## src/rtl/mtt_pkg.sv

```systemverilog
package mtt_pkg;
  typedef enum logic [1:0] {
    CFG_NOP    = 2'd0,
    CFG_STAGE  = 2'd1,
    CFG_COMMIT = 2'd2,
    CFG_LEN    = 2'd3
  } cfg_op_e;
endpackage

```

## src/rtl/mtt_gate_apply.sv

```systemverilog
module mtt_gate_apply #(
  parameter int N_LINES = 8
) (
  input  logic [N_LINES-1:0] state_i,
  input  logic [N_LINES-1:0] tgt_i,
  input  logic [N_LINES-1:0] ctl_i [N_LINES],
  output logic [N_LINES-1:0] state_o
);
  // every target sees the pre-gate state
  for (genvar i = 0; i < N_LINES; i++) begin : g_line
    assign state_o[i] = state_i[i] ^ (tgt_i[i] & ((ctl_i[i] & state_i) == ctl_i[i]));
  end
endmodule

```

## src/rtl/mtt_cfg_store.sv

```systemverilog
module mtt_cfg_store
  import mtt_pkg::*;
#(
  parameter int N_LINES   = 8,
  parameter int MAX_GATES = 16,
  parameter int IW        = 5,
  parameter int GW        = 4,
  parameter int WW        = 10
) (
  input  logic               clk_i,
  input  logic               rst_ni,
  input  logic               busy_i,
  input  cfg_op_e            op_i,
  input  logic [IW-1:0]      idx_i,
  input  logic [N_LINES-1:0] data_i,
  output logic               err_o,
  output logic [IW-1:0]      len_o,
  input  logic [GW-1:0]      rd_idx_i,
  output logic [N_LINES-1:0] rd_tgt_o,
  output logic [N_LINES-1:0] rd_ctl_o [N_LINES],
  output logic [WW-1:0]      wait_o
);
  localparam int LW = (N_LINES > 1) ? $clog2(N_LINES) : 1;

  logic [N_LINES-1:0] tgt_q [MAX_GATES];
  logic [N_LINES-1:0] ctl_q [MAX_GATES][N_LINES];
  logic [N_LINES-1:0] stg_q [N_LINES];
  logic [IW-1:0]      len_q;
  logic               err_q;
  logic [N_LINES-1:0] ctl_union;
  logic               bad_commit;
  logic [WW-1:0]      wait_acc;

  always_comb begin
    ctl_union = '0;
    for (int i = 0; i < N_LINES; i++)
      if (data_i[i]) ctl_union |= stg_q[i];
  end

  assign bad_commit = (data_i == '0) || ((ctl_union & data_i) != '0) ||
                      (idx_i >= IW'(MAX_GATES));

  always_ff @(posedge clk_i or negedge rst_ni) begin
    if (!rst_ni) begin
      len_q <= '0;
      err_q <= 1'b0;
      for (int g = 0; g < MAX_GATES; g++) begin
        tgt_q[g] <= '0;
        for (int i = 0; i < N_LINES; i++) ctl_q[g][i] <= '0;
      end
      for (int i = 0; i < N_LINES; i++) stg_q[i] <= '0;
    end else begin
      err_q <= 1'b0;
      if (!busy_i) begin
        case (op_i)
          CFG_STAGE: begin
            if (idx_i < IW'(N_LINES)) stg_q[idx_i[LW-1:0]] <= data_i;
            else err_q <= 1'b1;
          end
          CFG_COMMIT: begin
            if (bad_commit) err_q <= 1'b1;
            else begin
              tgt_q[idx_i[GW-1:0]] <= data_i;
              for (int i = 0; i < N_LINES; i++)
                ctl_q[idx_i[GW-1:0]][i] <= data_i[i] ? stg_q[i] : '0;
            end
          end
          CFG_LEN: begin
            if (idx_i > IW'(MAX_GATES)) err_q <= 1'b1;
            else len_q <= idx_i;
          end
          default: ;
        endcase
      end
    end
  end

  always_comb begin
    wait_acc = '0;
    for (int g = 0; g < MAX_GATES; g++)
      if (IW'(g) < len_q) wait_acc += WW'(g) * WW'($countones(tgt_q[g]));
  end

  assign err_o    = err_q;
  assign len_o    = len_q;
  assign wait_o   = wait_acc;
  assign rd_tgt_o = tgt_q[rd_idx_i];
  for (genvar i = 0; i < N_LINES; i++) begin : g_rd
    assign rd_ctl_o[i] = ctl_q[rd_idx_i][i];
  end

  AST_EMPTY_TGT_ERR: assert property (@(posedge clk_i) disable iff (!rst_ni)
    (!busy_i && op_i == CFG_COMMIT && data_i == '0) |=> err_o);
  AST_OVERLAP_ERR: assert property (@(posedge clk_i) disable iff (!rst_ni)
    (!busy_i && op_i == CFG_COMMIT && (ctl_union & data_i) != '0) |=> err_o);
  AST_BUSY_NO_ERR: assert property (@(posedge clk_i) disable iff (!rst_ni)
    busy_i |=> !err_o);
endmodule

```

## src/rtl/mtt_seq.sv

```systemverilog
module mtt_seq #(
  parameter int N_LINES   = 8,
  parameter int MAX_GATES = 16,
  parameter int IW        = 5,
  parameter int GW        = 4
) (
  input  logic               clk_i,
  input  logic               rst_ni,
  input  logic               start_i,
  input  logic               inv_i,
  input  logic [N_LINES-1:0] state_i,
  input  logic [IW-1:0]      len_i,
  input  logic [N_LINES-1:0] nxt_i,
  input  logic [N_LINES-1:0] tgt_i,
  output logic [GW-1:0]      pc_o,
  output logic [N_LINES-1:0] state_o,
  output logic               busy_o,
  output logic               done_o
);
  logic [N_LINES-1:0] state_q;
  logic [GW-1:0]      pc_q;
  logic [IW-1:0]      left_q;
  logic               busy_q, done_q, inv_q;

  always_ff @(posedge clk_i or negedge rst_ni) begin
    if (!rst_ni) begin
      state_q <= '0;
      pc_q    <= '0;
      left_q  <= '0;
      busy_q  <= 1'b0;
      done_q  <= 1'b0;
      inv_q   <= 1'b0;
    end else begin
      done_q <= 1'b0;
      if (!busy_q && start_i) begin
        state_q <= state_i;
        inv_q   <= inv_i;
        if (len_i == '0) begin
          done_q <= 1'b1;
        end else begin
          busy_q <= 1'b1;
          left_q <= len_i - 1'b1;
          pc_q   <= inv_i ? GW'(len_i - 1'b1) : '0;
        end
      end else if (busy_q) begin
        state_q <= nxt_i;
        if (left_q == '0) begin
          busy_q <= 1'b0;
          done_q <= 1'b1;
        end else begin
          left_q <= left_q - 1'b1;
          pc_q   <= inv_q ? pc_q - 1'b1 : pc_q + 1'b1;
        end
      end
    end
  end

  assign pc_o    = pc_q;
  assign state_o = state_q;
  assign busy_o  = busy_q;
  assign done_o  = done_q;

  AST_DONE_PULSE: assert property (@(posedge clk_i) disable iff (!rst_ni)
    (done_q && !start_i) |=> !done_q);
  AST_IDLE_HOLD: assert property (@(posedge clk_i) disable iff (!rst_ni)
    (!busy_q && !start_i) |=> $stable(state_q));
  AST_NONTGT_PASS: assert property (@(posedge clk_i) disable iff (!rst_ni)
    busy_q |=> ((state_q ^ $past(state_q)) & ~$past(tgt_i)) == '0);
endmodule

```

## src/rtl/mtt_eval.sv

```systemverilog
module mtt_eval
  import mtt_pkg::*;
#(
  parameter int N_LINES   = 8,
  parameter int MAX_GATES = 16,
  localparam int IW = $clog2(MAX_GATES + 1) > $clog2(N_LINES) ?
                      $clog2(MAX_GATES + 1) : $clog2(N_LINES),
  localparam int WW = $clog2((MAX_GATES * (MAX_GATES - 1) / 2) * N_LINES + 1)
) (
  input  logic               clk_i,
  input  logic               rst_ni,
  input  logic [1:0]         cfg_op_i,
  input  logic [IW-1:0]      cfg_idx_i,
  input  logic [N_LINES-1:0] cfg_data_i,
  output logic               cfg_err_o,
  input  logic               start_i,
  input  logic               inv_i,
  input  logic [N_LINES-1:0] state_i,
  output logic [N_LINES-1:0] state_o,
  output logic               busy_o,
  output logic               done_o,
  output logic [WW-1:0]      wait_o
);
  localparam int GW = (MAX_GATES > 1) ? $clog2(MAX_GATES) : 1;

  logic [GW-1:0]      pc;
  logic [IW-1:0]      len;
  logic [N_LINES-1:0] gate_tgt, nxt;
  logic [N_LINES-1:0] gate_ctl [N_LINES];

  mtt_cfg_store #(
    .N_LINES(N_LINES), .MAX_GATES(MAX_GATES), .IW(IW), .GW(GW), .WW(WW)
  ) u_store (
    .clk_i, .rst_ni,
    .busy_i  (busy_o),
    .op_i    (cfg_op_e'(cfg_op_i)),
    .idx_i   (cfg_idx_i),
    .data_i  (cfg_data_i),
    .err_o   (cfg_err_o),
    .len_o   (len),
    .rd_idx_i(pc),
    .rd_tgt_o(gate_tgt),
    .rd_ctl_o(gate_ctl),
    .wait_o  (wait_o)
  );

  mtt_gate_apply #(.N_LINES(N_LINES)) u_apply (
    .state_i(state_o),
    .tgt_i  (gate_tgt),
    .ctl_i  (gate_ctl),
    .state_o(nxt)
  );

  mtt_seq #(
    .N_LINES(N_LINES), .MAX_GATES(MAX_GATES), .IW(IW), .GW(GW)
  ) u_seq (
    .clk_i, .rst_ni,
    .start_i, .inv_i, .state_i,
    .len_i  (len),
    .nxt_i  (nxt),
    .tgt_i  (gate_tgt),
    .pc_o   (pc),
    .state_o(state_o),
    .busy_o (busy_o),
    .done_o (done_o)
  );
endmodule

```

## config.mk

```make
export PLATFORM = sky130hd
export DESIGN_NAME = mtt_eval
export DESIGN_NICKNAME = d
export VERILOG_FILES = /design/src/rtl/mtt_pkg.sv /design/src/rtl/mtt_gate_apply.sv /design/src/rtl/mtt_cfg_store.sv /design/src/rtl/mtt_seq.sv /design/src/rtl/mtt_eval.sv
export SDC_FILE = /design/constraint.sdc
export NUM_CORES = 2
export LEC_CHECK = 0
export ABC_AREA = 1
export BUFFER_PORTS_ARGS = -buffer_cell sky130_fd_sc_hd__buf_4
export CAP_MARGIN = 5
export CORE_AREA = 4 4 281 558
export CTS_BUF_LIST = sky130_fd_sc_hd__clkbuf_8 sky130_fd_sc_hd__clkbuf_16
export DETAILED_ROUTE_END_ITERATION = 10
export DIE_AREA = 0 0 285 562
export SLEW_MARGIN = 20
export SYNTH_ARGS = -nofsm -noshare
export SYNTH_HDL_FRONTEND = slang
export SYNTH_SLANG_ARGS = --single-unit
```

## constraint.sdc

```tcl
create_clock -name clk_i -period 16.7 [get_ports clk_i]
set_input_delay 0.835 -clock clk_i [delete_from_list [all_inputs] [get_ports clk_i]]
set_output_delay 0.835 -clock clk_i [all_outputs]
set_load 0.01 [all_outputs]
```

# [Yosys cells after proc, flatten, opt, wreduce, memory -nomap -nowiden]
# Index checks and enable logic that the tools add are counted.
[op_classes] n_addsub=123 mul=11 div=0 order_cmp=23 eq_ne=13 shift=0 mux=91 bitwise_logic=38 reduce_logical=15
[ops] operator="1024-bit bitwise mux" n=8
[ops] operator="64-bit demux with 4-bit select" n=8
[ops] operator="10-bit adder" n=50
[ops] operator="64-bit binary-select mux with 4-bit select" n=1
[ops] operator="64-bit two-way mux" n=3
[ops] operator="8-bit two-way mux" n=22
[ops] operator="10-bit two-way mux" n=15
[ops] operator="128-bit bitwise mux" n=1
[ops] operator="1-bit by 1-bit adder with 2-bit output" n=60
[ops] operator="8-bit AND" n=9
[ops] operator="64-bit bitwise mux" n=1
[ops] operator="8-bit == test" n=8
[ops] operator="56-bit two-way mux" n=1
[ops] operator="8-bit bitwise OR" n=7
[ops] operator="48-bit two-way mux" n=1
[ops] operator="4-bit by 5-bit less-than comparator with 1-bit output (first input constant)" n=8
[ops] operator="4-bit by 10-bit multiplier with 10-bit output (first input constant)" n=4
[ops] operator="40-bit two-way mux" n=1
[ops] operator="8-bit binary-select mux with 4-bit select" n=1
[ops] operator="8-bit demux with 4-bit select" n=1
[ops] operator="32-bit two-way mux" n=1
[ops] operator="9-bit adder" n=3
[ops] operator="8-bit adder" n=3
[ops] operator="8-bit demux with 3-bit select" n=1
[ops] operator="41 further kinds" n=96
[word_totals] ff_bits=1242 latch_bits=0 mem_bits_rw=0 rom_bits=0 out_inout_bits=21 n_memories=0

# [Longest topological paths before layout]
[depth] word_depth=32 depth_mapped=114 mapped_depth_nobuf=114

# [Cells and area by module]
# From an unflattened synthesis, not the netlist that was laid out.
[hier_totals] hier_cells=7721 area_unflattened_um2=65004.8
[modules_own_cells] mod="mtt_cfg_store" instances=1 cells_per_inst=7407 area_each_um2=63093.0 seq_area_each_um2=30579.3
[modules_own_cells] mod="mtt_seq" instances=1 cells_per_inst=159 area_each_um2=1252.5 seq_area_each_um2=500.5
[modules_own_cells] mod="mtt_gate_apply" instances=1 cells_per_inst=155 area_each_um2=659.4 seq_area_each_um2=0.0

# [Least setup slack after synthesis]
# Ideal clock, no wire load.
[synth_timing] path_kind="reg-to-output" start="register u_store.tgt_q[118] (netlist bit)" end="output port wait_o[9]" t_arrival_ps=16205 path_slack_ps=-340 stages_incl_launch_ff=101 n_path_buf=0 path_cell_list="dfrtp_1 > ha_1 > inv_1 > fa_1 > fa_1 > inv_1 > ha_1 > fa_1 > inv_1 > nor2_1 > fa_1 > nand2_1 > nand2_1 > fa_1 > inv_1 > fa_1 > o21ai_0 > ha_1 > [65 not listed] > ha_1 > a21oi_1 > nor2_1 > nor2_1 > inv_1 > a21oi_1 > nor2_1 > nand4_1 > nand2_1 > nand2_1 > nand2_1 > nand2_1 > nand2_1 > nand3_1 > nand2_1 > nand2_1 > inv_1 > nor2_1"
[synth_via] elab_chain_len=32
[synth_rtl] element="from (decl)" line="mtt_cfg_store.sv:25" rtl="logic [N_LINES-1:0] tgt_q [MAX_GATES];"
[synth_rtl] element="from (signal, indexed assignment)" line="mtt_cfg_store.sv:63" rtl="tgt_q[idx_i[GW-1:0]] <= data_i;"
[synth_rtl] element="1-bit by 1-bit adder with 2-bit output (not written as such) *" line="mtt_cfg_store.sv:81" rtl="if (IW'(g) < len_q) wait_acc += WW'(g) * WW'($countones(tgt_q[g]));"
[synth_rtl] element="10-bit adder (not written as such) * (2 in series)" line="mtt_cfg_store.sv:81"
[synth_rtl] element="10-bit two-way mux *" line="mtt_cfg_store.sv:81"
[synth_rtl] element="10-bit adder" line="mtt_cfg_store.sv:81"
[synth_rtl] element="10-bit two-way mux *" line="mtt_cfg_store.sv:81"
[synth_rtl] element="10-bit adder" line="mtt_cfg_store.sv:81"
[synth_rtl] element="10-bit two-way mux *" line="mtt_cfg_store.sv:81"
[synth_rtl] element="10-bit adder" line="mtt_cfg_store.sv:81"
[synth_rtl] element="[15 not listed]"
[synth_rtl] element="10-bit adder" line="mtt_cfg_store.sv:81"
[synth_rtl] element="10-bit two-way mux *" line="mtt_cfg_store.sv:81"
[synth_rtl] element="10-bit adder" line="mtt_cfg_store.sv:81"
[synth_rtl] element="10-bit two-way mux *" line="mtt_cfg_store.sv:81"
[synth_rtl] element="10-bit adder" line="mtt_cfg_store.sv:81"
[synth_rtl] element="10-bit two-way mux *" line="mtt_cfg_store.sv:81"
[synth_rtl] element="10-bit adder" line="mtt_cfg_store.sv:81"
[synth_rtl] element="10-bit two-way mux *" line="mtt_cfg_store.sv:81"
[synth_rtl] element="to (decl)" line="mtt_eval.sv:22" rtl="output logic [WW-1:0] wait_o"
# Every way passes the cells marked *; elsewhere a longest branch is shown, timed or not.

# [Worst setup path after layout]
# Same ends and word-level chain as after synthesis.

==> impl_metrics.env <==
export IMPL_outcome="complete, but fails checks"
export IMPL_violations="setup timing"
export IMPL_max_vdd_ir_drop_uv=362.4
export IMPL_first_iter_violations=4936
export IMPL_ff2ff_setup_slack_ns=11.02
export IMPL_rsz0062_at_grt="yes"
export IMPL_cts_sinks=1242
export IMPL_reg2reg_to="u_store.ctl_q[654]"
export IMPL_max_cap_viol_count=0
export IMPL_clockBufferDepth=3
export IMPL_crit_path_end="wait_o[9]"
export IMPL_drc_errors=0
export IMPL_ant_nets=0
export IMPL_vias_per_cell=5.703
export IMPL_finalWorstSetupSlack_ns=-1.366
export IMPL_design_area_um2=72710
export IMPL_start_kind="flip-flop"
export IMPL_final_cells=9657
export IMPL_seqCellArea_um2=31090
export IMPL_core_area_um2=152700
export IMPL_cts_root_buf="clkbuf_16"
export IMPL_routabilityCongestion=0.8908
export IMPL_fin_util_pct=47.63
export IMPL_r2r_start="u_store.stg_q[43]"
export IMPL_place_hpwl_mm=133.1
export IMPL_finalSetupTns_ns=-5.121
export IMPL_numCtsBuffers=107
export IMPL_grt_max_degree=207
export IMPL_syn_area_per_cell_um2=8.418
export IMPL_power_density_nw_per_um2=187.7
export IMPL_relSlewSlack_pct=17.59
export IMPL_path_common_cell="inv_2"
export IMPL_dpl_cell_area_um2=66900
export IMPL_grt_pass1_wl_mm=327.9
export IMPL_die_w_um=285
export IMPL_finalHoldViolations=0
export IMPL_overflow=0
export IMPL_end_kind="primary output"
export IMPL_io_buffers=47
export IMPL_synth_edf_count=0
export IMPL_yosys_warnings=0
export IMPL_pre_cts_ws_ns=-1.778
export IMPL_required_ns=15.87
export IMPL_ys_async_sr_fraction_pct=100.0
export IMPL_wl_mm=214.7
export IMPL_ys_ff_latch=1242
export IMPL_yosysSeqAreaShare_pct=48.86
export IMPL_rr_worst_depth=12
export IMPL_cts_max_level=3
export IMPL_groute_usage_overall_pct=26.16
export IMPL_synth_cell_area_um2=63620
export IMPL_initial_core_util_pct=41.67
export IMPL_syn_inst=7557
export IMPL_crit_path_start="u_store.tgt_q[118]"
export IMPL_synthFlopType="dfrtp_1"
export IMPL_antenna_found_initial=16
export IMPL_clkTransAtPathRegs_ns=0.07
export IMPL_multi_input_area_um2=30240
export IMPL_crit_type="reg -> out"
export IMPL_critPathMaxFanout=3
export IMPL_arrival_ns=17.23
export IMPL_finalNetCount=7897
export IMPL_slowest_stage="fa_1"
export IMPL_area_delta_synth_final_pct=14.30
export IMPL_fin_crit_ns=18.07
export IMPL_final_fill_count=14630
export IMPL_syn_nets=7940
export IMPL_drtPass1Iterations=6
export IMPL_cpLargestDelayFamily="adder cells"
export IMPL_max_stage_delay_ns=0.53
export IMPL_synth_distinct_cells=56
export IMPL_hold_class="in -> async"
export IMPL_drive_gt1_share_pct=11.86
export IMPL_ios=48
export IMPL_fin_crit_sh_pct=108.2
export IMPL_dieArea_um2=160200
export IMPL_post_place_cells=9386
export IMPL_cp_num_cells=106
export IMPL_avgRoutedWirePerCell_um=22.24
export IMPL_setup_viol=6
export IMPL_floorplan_rows=203
export IMPL_cts_tree="done"
export IMPL_finalMaxSlewViolations=0
export IMPL_total_leakage_power_nw=34.00
export IMPL_grt_pass1_vias=54830
export IMPL_crit_buf_inv=30
export IMPL_clock_latency_ns=0.74
export IMPL_die_h_um=562
export IMPL_cts_hold_buf=0
export IMPL_clock_fmax_ghz=0.05535
export IMPL_tightest_slew_ns=1.236
export IMPL_finClkSkew_ns=0.04085
export IMPL_via_count=55070
through the flow:
| step | hold WS (ns) | power (W) |
|---|---|---|
| 2_1_floorplan | 0.4478 | 0.006898 |
| 3_3_place_gp | 0.4601 | 0.009497 |
| 3_5_place_dp | 0.4673 | 0.009577 |
| 4_1_cts | 0.1325 | 0.01289 |
| 5_1_grt | 0.1743 | 0.01444 |
| 6_report | 0.08146 | 0.01365 |
power breakdown:
group          internal [W]  switching [W]  total, W
logic               0.00311        0.00449   0.00761
registers           0.00311       0.000169   0.00328
clock network       0.00156        0.00121   0.00277
total               0.00778        0.00587    0.0136
per-layer routing:
| metal | vias up | routed length (um) | track usage (%) |
|---|---|---|---|
| li1 | 25270 | - | - |
| met1 | 27340 | 78520 | 29.51 |
| met2 | 1878 | 109800 | 47.15 |
| met3 | 579 | 11170 | 3.137 |
| met4 | 8 | 15150 | 15.92 |
| met5 | - | 55 | 0 |
layout make-up:
class / count / share of cell area (%)
clock buffer: 126 / 4.042
sequential: 1242 / 42.76
multi-input combinational: 5320 / 41.59
timing repair buffer: 409 / 4.491
inverter: 434 / 2.297
tap: 2050 / 3.528
antenna: 8 / 0.02753
clock inverter: 68 / 1.254
Yosys cell counts (2+ instances only):
library cell / n / area share (%)
xor2_1: 22 / 0.30
nor3_1: 17 / 0.13
xnor2_2: 2 / 0.051
o21bai_1: 5 / 0.059
xor2_2: 3 / 0.077
nand2_1: 1519 / 9.0
xnor2_1: 21 / 0.29
or2_1: 2 / 0.020
clkinv_1: 7 / 0.041
a21o_1: 6 / 0.071
o22ai_1: 89 / 0.88
inv_1: 424 / 2.5
a211oi_1: 5 / 0.059
nand4_1: 20 / 0.20
o221a_2: 4 / 0.071
o211ai_1: 67 / 0.79
a21oi_1: 174 / 1.4
or2_2: 4 / 0.039
nor2_1: 779 / 4.6
dfrtp_1: 1242 / 49
nand3b_1: 12 / 0.14
buf_2: 2 / 0.016
o31ai_1: 2 / 0.024
a31oi_1: 21 / 0.21
fa_1: 110 / 3.5
nand3_1: 206 / 1.6
ha_1: 246 / 4.8
o41ai_1: 2 / 0.028
a221oi_1: 3 / 0.041
nor4_1: 12 / 0.12
clkbuf_1: 537 / 3.2
o221ai_1: 178 / 2.5
buf_1: 21 / 0.12
o21ai_1: 8 / 0.063
inv_2: 3 / 0.018
and2_1: 5 / 0.049
nand3_2: 14 / 0.22
o21ai_0: 1736 / 14
nand2_2: 7 / 0.069
a2111oi_0: 4 / 0.055
cell usage in the layout, fill, tap and decap left out, types with 12 or more instances in the layout:
| cell | Yosys | layout |
|---|---|---|
| nor2_1 | 779 | 749 |
| o221ai_1 | 178 | 178 |
| nand3_1 | 206 | 184 |
| xor2_1 | 22 | 21 |
| nor2_4 | 1 | 13 |
| nand2_4 | 0 | 21 |
| o211ai_1 | 67 | 67 |
| buf_6 | 1 | 20 |
| nor2_2 | 0 | 18 |
| clkbuf_16 | 0 | 107 |
| a21oi_1 | 174 | 162 |
| o21ai_1 | 8 | 12 |
| inv_1 | 424 | 398 |
| nor3_1 | 17 | 15 |
| ha_4 | 0 | 40 |
| xnor2_1 | 21 | 13 |
| o22ai_1 | 89 | 87 |
| nand2_2 | 7 | 47 |
| dfrtp_1 | 1242 | 1238 |
| clkbuf_8 | 0 | 19 |
| o21ai_0 | 1736 | 1718 |
| nand2_1 | 1519 | 1458 |
| nand4_1 | 20 | 20 |
| fa_1 | 110 | 103 |
| buf_4 | 0 | 380 |
| nand3_2 | 14 | 35 |
| clkinv_2 | 0 | 20 |
| nand3b_1 | 12 | 12 |
| ha_1 | 246 | 202 |
| bufinv_16 | 0 | 19 |
| inv_2 | 3 | 36 |
| a31oi_1 | 21 | 17 |
cell families after synthesis:
group | count (synthesis) | synth area share [%]
AO/OA/AOI/OAI | 2312 | 19.93
XOR/XNOR | 48 | 0.7199
adder cells (fa/ha/maj) | 356 | 8.300
buffers and inverters | 995 | 5.887
flip-flops | 1242 | 48.86
AND/OR/NAND/NOR | 2604 | 16.31
state kept, by name, summed over array words and instances, names as in the netlist:
name           cells
u_seq.inv_q        1
u_seq.pc_o         4
u_seq.state_o      8
u_store.stg_q     64
u_seq.left_q       5
u_store.ctl_q   1024
u_store.tgt_q    128
u_store.err_o      1
u_store.len_o      5
u_seq.done_o       1
u_seq.busy_o       1
how the worst min path moves through the flow:
stage                         endpoint  slack (ns)               start  cells past startpoint
floorplan           u_store.ctl_q[100]        0.45  u_store.ctl_q[100]                      2
detailed placement  u_store.ctl_q[729]        0.47  u_store.ctl_q[729]                      2
CTS                 u_store.ctl_q[648]        0.13              rst_ni                      1
global route        u_store.ctl_q[522]        0.17              rst_ni                      1
global placement    u_store.ctl_q[122]        0.46  u_store.ctl_q[122]                      2
finish              u_store.ctl_q[522]        0.08              rst_ni                      1
timing repair:
| action | in CTS | in global routing |
|---|---|---|
| resized for setup | 134 | 181 |
| setup endpoints to repair | 8 | 8 |
| buffers inserted | 40 | 30 |
| pin swaps | 107 | 144 |
worst register-to-register path: stages (launching register included):
cell,delay (ns)
dfrtp_1,0.37
nand2_1,0.55
nand4_1,0.57
a221oi_1,0.38
a31oi_1,0.15
a2111o_1,0.40
nor4_1,0.19
nand2_1,0.21
inv_1,0.80
nand2_4,0.78
buf_4,0.61
inv_1,0.48
nor2_1,0.08
No activity file was read; power rests on OpenSTA's default activity.
